<file path="src/rtl/fwd_wr_accept_pkg.sv">
package fwd_wr_accept_pkg;

  typedef enum logic [2:0] {
    DEC_IDLE,
    DEC_PASS,
    DEC_TAKE,
    DEC_TAKE_STOP,
    DEC_REFUSE
  } wr_dec_e;

  function automatic logic dec_trdy(input wr_dec_e d);
    return (d == DEC_PASS) || (d == DEC_TAKE) || (d == DEC_TAKE_STOP);
  endfunction

  function automatic logic dec_stop(input wr_dec_e d);
    return (d == DEC_TAKE_STOP) || (d == DEC_REFUSE);
  endfunction

  function automatic logic dec_push(input wr_dec_e d);
    return (d == DEC_TAKE) || (d == DEC_TAKE_STOP);
  endfunction

endpackage

</file>
<file path="src/rtl/wacc_addr_track.sv">
module wacc_addr_track #(
  parameter int ADDR_W = 32,
  parameter int STEP   = 4
) (
  input  logic              clk,
  input  logic              rst_n,
  input  logic              push,
  input  logic [ADDR_W-1:0] push_addr,
  input  logic [ADDR_W-1:0] open_addr,
  output logic              resume_hit
);

  function automatic logic [ADDR_W-1:0] follow(input logic [ADDR_W-1:0] a);
    return a + ADDR_W'(STEP);
  endfunction

  logic [ADDR_W-1:0] exp_q;
  logic              exp_vld_q;

  always_ff @(posedge clk) begin
    if (!rst_n) begin
      exp_q     <= '0;
      exp_vld_q <= 1'b0;
    end else if (push) begin
      exp_q     <= follow(push_addr);
      exp_vld_q <= 1'b1;
    end
  end

  assign resume_hit = exp_vld_q && (open_addr == exp_q);

endmodule

</file>
<file path="src/rtl/wacc_busy_track.sv">
module wacc_busy_track (
  input  logic clk,
  input  logic rst_n,
  input  logic push,
  input  logic drained,
  output logic busy
);

  logic busy_q;

  always_ff @(posedge clk) begin
    if (!rst_n)       busy_q <= 1'b0;
    else if (push)    busy_q <= 1'b1;
    else if (drained) busy_q <= 1'b0;
  end

  assign busy = busy_q;

endmodule

</file>
<file path="src/rtl/wacc_session.sv">
module wacc_session #(
  parameter int ADDR_W = 32,
  parameter int STEP   = 4
) (
  input  logic              clk,
  input  logic              rst_n,
  input  logic              open,
  input  logic [ADDR_W-1:0] open_addr,
  input  logic              open_fwd,
  input  logic              open_ok,
  input  logic              close,
  input  logic              push,
  input  logic              stop,
  output logic              active,
  output logic              is_fwd,
  output logic              admitted,
  output logic              stopped,
  output logic [ADDR_W-1:0] cur_addr
);

  function automatic logic [ADDR_W-1:0] step_up(input logic [ADDR_W-1:0] a);
    return a + ADDR_W'(STEP);
  endfunction

  logic              act_q, fwd_q, ok_q, stp_q;
  logic [ADDR_W-1:0] addr_q;

  always_ff @(posedge clk) begin
    if (!rst_n) begin
      act_q  <= 1'b0;
      fwd_q  <= 1'b0;
      ok_q   <= 1'b0;
      stp_q  <= 1'b0;
      addr_q <= '0;
    end else if (open) begin
      act_q  <= 1'b1;
      fwd_q  <= open_fwd;
      ok_q   <= open_ok;
      stp_q  <= 1'b0;
      addr_q <= open_addr;
    end else begin
      if (close) act_q  <= 1'b0;
      if (stop)  stp_q  <= 1'b1;
      if (push)  addr_q <= step_up(addr_q);
    end
  end

  assign active   = act_q;
  assign is_fwd   = fwd_q;
  assign admitted = ok_q;
  assign stopped  = stp_q;
  assign cur_addr = addr_q;

endmodule

</file>
<file path="src/rtl/wacc_decide.sv">
module wacc_decide
  import fwd_wr_accept_pkg::*;
#(
  parameter int DEPTH = 8,
  parameter int CNT_W = $clog2(DEPTH + 1)
) (
  input  logic             beat,
  input  logic             active,
  input  logic             is_fwd,
  input  logic             admitted,
  input  logic             stopped,
  input  logic [CNT_W-1:0] fifo_count,
  output logic             full_now,
  output logic             last_slot,
  output wr_dec_e          dec
);

  assign full_now  = (fifo_count >= CNT_W'(DEPTH));
  assign last_slot = (fifo_count == CNT_W'(DEPTH - 1));

  always_comb begin
    if (!active || !beat)                 dec = DEC_IDLE;
    else if (!is_fwd)                     dec = DEC_PASS;
    else if (!admitted || stopped || full_now) dec = DEC_REFUSE;
    else if (last_slot)                   dec = DEC_TAKE_STOP;
    else                                  dec = DEC_TAKE;
  end

endmodule

</file>
<file path="src/rtl/fwd_wr_accept.sv">
module fwd_wr_accept
  import fwd_wr_accept_pkg::*;
#(
  parameter int ADDR_W = 32,
  parameter int DEPTH  = 8,
  parameter int BEAT_B = 4,
  localparam int CNT_W = $clog2(DEPTH + 1)
) (
  input  logic              clk,
  input  logic              rst_n,
  input  logic              txn_start,
  input  logic [ADDR_W-1:0] txn_addr,
  input  logic              txn_fwd,
  input  logic              beat_valid,
  input  logic              txn_end,
  input  logic [CNT_W-1:0]  fifo_count,
  input  logic              be_drained,
  output logic              trdy,
  output logic              stop,
  output logic              push,
  output logic [ADDR_W-1:0] wr_addr
);

  logic              busy_q;
  logic              resume_hit;
  logic              admit_now;
  logic              sess_active, sess_fwd, sess_ok, sess_stopped;
  logic [ADDR_W-1:0] sess_addr;
  logic              full_now, last_slot;
  wr_dec_e           dec;

  wacc_busy_track u_busy (
    .clk     (clk),
    .rst_n   (rst_n),
    .push    (push),
    .drained (be_drained),
    .busy    (busy_q)
  );

  wacc_addr_track #(.ADDR_W(ADDR_W), .STEP(BEAT_B)) u_addr (
    .clk        (clk),
    .rst_n      (rst_n),
    .push       (push),
    .push_addr  (sess_addr),
    .open_addr  (txn_addr),
    .resume_hit (resume_hit)
  );

  assign admit_now = !busy_q || resume_hit;

  wacc_session #(.ADDR_W(ADDR_W), .STEP(BEAT_B)) u_sess (
    .clk       (clk),
    .rst_n     (rst_n),
    .open      (txn_start),
    .open_addr (txn_addr),
    .open_fwd  (txn_fwd),
    .open_ok   (admit_now),
    .close     (txn_end),
    .push      (push),
    .stop      (stop),
    .active    (sess_active),
    .is_fwd    (sess_fwd),
    .admitted  (sess_ok),
    .stopped   (sess_stopped),
    .cur_addr  (sess_addr)
  );

  wacc_decide #(.DEPTH(DEPTH), .CNT_W(CNT_W)) u_dec (
    .beat       (beat_valid),
    .active     (sess_active),
    .is_fwd     (sess_fwd),
    .admitted   (sess_ok),
    .stopped    (sess_stopped),
    .fifo_count (fifo_count),
    .full_now   (full_now),
    .last_slot  (last_slot),
    .dec        (dec)
  );

  assign trdy    = dec_trdy(dec);
  assign stop    = dec_stop(dec);
  assign push    = dec_push(dec);
  assign wr_addr = sess_addr;

endmodule

</file>
<file path="config.mk">
export PLATFORM = sky130hd
export DESIGN_NAME = fwd_wr_accept
export DESIGN_NICKNAME = d
export VERILOG_FILES = /design/src/rtl/fwd_wr_accept_pkg.sv /design/src/rtl/wacc_addr_track.sv /design/src/rtl/wacc_busy_track.sv /design/src/rtl/wacc_session.sv /design/src/rtl/wacc_decide.sv /design/src/rtl/fwd_wr_accept.sv
export SDC_FILE = /design/constraint.sdc
export NUM_CORES = 1
export LEC_CHECK = 0
export ABC_AREA = 1
export BUFFER_PORTS_ARGS = -buffer_cell sky130_fd_sc_hd__buf_2
export CAP_MARGIN = 20
export CORE_MARGIN = 2
export CORE_UTILIZATION = 35
export CTS_BUF_LIST = sky130_fd_sc_hd__clkbuf_8
export CTS_CLUSTER_DIAMETER = 40
export DETAILED_ROUTE_END_ITERATION = 8
export GPL_TIMING_DRIVEN = 0
export PLACE_DENSITY_LB_ADDON = 0.25
export SETUP_SLACK_MARGIN = 0.3
export SYNTH_ARGS = -nofsm -noshare
export SYNTH_HDL_FRONTEND = slang
export SYNTH_HIERARCHICAL = 1
export SYNTH_SLANG_ARGS = --single-unit
</file>
<file path="constraint.sdc">
create_clock -name clk -period 2.7 [get_ports clk]
set_clock_uncertainty 0.2 [all_clocks]
set_input_delay 0.54 -clock clk [delete_from_list [all_inputs] [get_ports clk]]
set_output_delay 0.54 -clock clk [all_outputs]
set_load 0.01 [all_outputs]
</file>
# After elaboration in Yosys (flattened, before gate mapping)
# Index checks and enable logic that the tools add are counted.
# word_totals
regBits	70
word_cells	44
input_bits	43
out_inout_bits	35
# op_classes
order_cmp	1
bitwise	1
reduce_logical	17
muxes	10
eq_ne	6
n_addsub	1
# op_table
operator	count
$mux 32	2
$add 32x3->32 const B	1
$eq 32x32->1	1
$mux 3	3
$logic_or 1x1->1	8
$eq 3x2->1 const B	2
$reduce_bool 2->1	3
$mux 1	5
$eq 4x3->1 const B	1
$ge 4x4->1 const B	1
$logic_not 1->1	4
$eq 3x1->1 const B	1
$eq 3x3->1 const B	1
$reduce_or 2->1	1
$logic_and 1x1->1	1
$not 1->1	1

# Depth between registers and ports, before layout
# depth
depth_word	10
ltp_mapped	12

# By module
# The synthesis kept the hierarchy.
# by_module_without_submodules
module	area_per_inst_um2	seq_area_each_um2	n_inst	cells_per_inst
wacc_addr_track	2548.7	660.6	1	453
wacc_session	2252.2	720.7	1	344
wacc_decide	85.1	0.0	1	16
wacc_busy_track	43.8	20.0	1	6
fwd_wr_accept	41.3	0.0	1	10

# Worst setup path after synthesis
# No wires, ideal clock.
# synth_timing
kind	input to register
start	input port fifo_count[3]
end	register u_addr.exp_q[4]
path_stages	9
arrival_ps	2372
slack_ps	12
cell_sequence	inv_1 -> nand2_2 -> nor3b_2 -> inv_1 -> nor2_1 -> clkinv_1 -> clkbuf_1 -> o21ai_0 -> inv_1
# synth_between
elab_chain_cells	7
# synth_rtl
item	line	rtl
from (decl)	fwd_wr_accept.sv:16	input logic [CNT_W-1:0] fifo_count,
$ge 4x4->1 *	wacc_decide.sv:18	assign full_now = (fifo_count >= CNT_W'(DEPTH));
$logic_or 1x1->1 *	wacc_decide.sv:24	else if (!admitted || stopped || full_now) dec = DEC_REFUSE;
$mux 3 *	wacc_decide.sv:24	
$mux 3 *	wacc_decide.sv:23	else if (!is_fwd) dec = DEC_PASS;
$mux 3 *	wacc_decide.sv:22	if (!active || !beat) dec = DEC_IDLE;
via dec[1]	fwd_wr_accept.sv:30	wr_dec_e dec;
$eq 3x2->1	fwd_wr_accept_pkg.sv:20	return (d == DEC_TAKE) || (d == DEC_TAKE_STOP);
$logic_or 1x1->1 *	fwd_wr_accept_pkg.sv:20	
via push	fwd_wr_accept.sv:20	output logic push,
to (signal assigned)	wacc_addr_track.sv:25	exp_q <= follow(push_addr);
to (decl)	wacc_addr_track.sv:17	logic [ADDR_W-1:0] exp_q;
# Mark *: on every way through the listed nets, which the timed path passes. The rest lies on a longest branch.
# A chain may end at the register's enable or synchronous reset.

# Worst setup path after layout
# layout_timing
start	register u_sess.ok_q (netlist: u_sess/admitted)
end	output port push
# layout_between
elab_chain_cells	8
# layout_rtl
item	line	rtl
from (decl)	wacc_session.sv:25	logic act_q, fwd_q, ok_q, stp_q;
from (signal assigned)	wacc_session.sv:38	ok_q <= open_ok;
$logic_not 1->1 *	wacc_decide.sv:24	
$logic_or 1x1->1 * (2 in series)	wacc_decide.sv:24	
$mux 3 *	wacc_decide.sv:24	
$mux 3 *	wacc_decide.sv:23	
$mux 3 *	wacc_decide.sv:22	
via dec[1]	fwd_wr_accept.sv:30	
$eq 3x2->1	fwd_wr_accept_pkg.sv:20	
$logic_or 1x1->1 *	fwd_wr_accept_pkg.sv:20	
to (decl)	fwd_wr_accept.sv:20	
# Marked as above.

==> qor.yml <==
fin_crit_sh: 0.845
final_common_cell: "nand2_1"
routed_via_density: 5.05
cts_hold_buf: 0
tightest_slew_ns: 0.676
r2r_end: "u_sess/cur_addr[30]"
clkTransAtPathRegs_ns: 0.08
drc: 0
r2r-start: "u_sess/admitted"
peakVddDrop_mv: 0.352
synth_area_um2: 4960
leakagePower_nw: 2.45
powerDensity_nw_per_um2: 387
grt_usage: 0.244
htree_levels: 3
place_congestion: 0.939
post-route-util: 0.417
place_ws_ns: -0.323
die_area_um2: 15100
final_nets: 963
antenna_cells: 0
antenna_found_initial: 0
grt_first_pass_wirelength_mm: 27.2
core_area_um2: 13900
worstHoldStart: "txn_fwd"
grt_pass1_vias: 4789
worst_slack_ns: 0.419
syn_avg_cell_area_um2: 6.00
grt_max_degree: 12
nFillCells: 1583
dieWidth_um: 123
cts.path.max_buffers: 2
firstDrtPassIters: 6
ff2ff_path_depth: 12
finalMaxSlewViolations: 0
vias: 5574
cts_sinks: 70
syn-num-nets: 872
port_buffers: 76
rows: 43
cp-end-kind: "output port"
hold_path_class: "in -> reg"
cts_made_buffers: 9
max_slew_margin: 0.549
fin_setup_tns_ns: 0
finalSetupViolations: 0
wire_per_inst_um: 16.3
worst-path-max-fanout: 3
holdPathStages: 3
synth_cells: 827
hold_viol: 0
postRouteAntennaNets: 0
run_status: "finished clean"
critPathRequiredTime_ns: 1.96
cts_root_buf: "clkbuf_8"
cp-start-kind: "register"
critPathKind: "reg -> out"
layout_common_cells: "nand2_1, nor2_1, inv_1"
cts_tree: "yes"
io_pins: 78
reg2reg_slack_ns: 0.45
min_period_ns: 2.28
min_to: "u_sess/is_fwd"
ys_warn_count: 6
wl_mm: 18.0
drt-initial-drc-count: 623
crit_arrival_ns: 1.54
grt_overflow: 0
area_delta_synth_final_pct: 16.8
fin_hold_ws_ns: 0.195
clock.fmax_mhz: 438
startpoint: "u_sess/admitted"
clock_latency_ns: 0.37
drive_gt1_frac: 0.167
die_y_um: 123
maxCapViolCount: 0
rsz0062_at_grt: "no"
hpwl_mm: 13.7
initial_core_util: 0.357
-- worst max-delay path, cell delays in order (launching register included) --
cell	delay [ns]
dfxtp_1	0.33
inv_1	0.07
nor2_4	0.09
nand2_2	0.08
nor3b_4	0.23
inv_1	0.11
nor2_4	0.13
buf_2	0.14
-- timing repair --
action / CTS / global route
setup buffers: 4 / 0
setup endpoints to repair: 37 / 26
pin swaps: 1 / 0
hold endpoints to repair: 0 / 0
resized for setup: 1 / 12
-- report_power, final --
| group | total [mW] | leakage [nW] | internal [mW] | switching [mW] |
|---|---|---|---|---|
| Clock | 0.783 | 0.0921 | 0.347 | 0.435 |
| Sequential | 1.15 | 0.571 | 1.07 | 0.0867 |
| Combinational | 0.307 | 1.78 | 0.118 | 0.189 |
| Total | 2.24 | 2.45 | 1.53 | 0.711 |
-- metal layers --
metal	track usage	wire length, um	vias to the layer above	part of all wire
li1	-	-	2789	-
met1	0.358	8460	2506	0.47
met2	0.364	7560	256	0.42
met3	0.0512	1690	23	0.094
met4	0.0589	260	0	0.014
met5	0	0	-	0
-- worst max path at each step --
stage | endpoint | cells past startpoint
global route | u_sess/cur_addr[14] | 12
CTS | u_addr/exp_q[28] | 12
finish | push | 7
detailed placement | u_addr/exp_q[28] | 11
floorplan | u_addr/exp_q[27] | 10
global placement | u_addr/exp_q[27] | 11
-- area by class of cell --
| cell class | instances | area (um2) | share of cell area |
|---|---|---|---|
| Multi-Input combinational cell | 622 | 3030 | 0.523 |
| Clock inverter | 6 | 31.3 | 0.00540 |
| Buffer | 21 | 128 | 0.0220 |
| Clock buffer | 10 | 138 | 0.0238 |
| Tap cell | 180 | 225 | 0.0389 |
| Sequential cell | 70 | 1400 | 0.242 |
| Inverter | 114 | 428 | 0.0739 |
| Timing Repair Buffer | 80 | 410 | 0.0708 |
-- through the flow --
stage                     cells  cell area (um2)  power [mW]
after floorplan             827             4970        1.31
after global placement     1083             5580        1.47
after detailed placement   1083             5580        1.48
after CTS                  1103             5780        2.26
after global routing       1103             5790        2.35
final                      1103             5790        2.24
-- state kept, by name (all words and copies together) (netlist names) --
name              cells
u_addr/exp_vld_q      1
u_sess/cur_addr      32
u_sess/active         1
u_sess/admitted       1
u_addr/exp_q         32
u_busy/busy           1
u_sess/stopped        1
u_sess/is_fwd         1
Note: power is estimated with default switching activity, not from simulation.
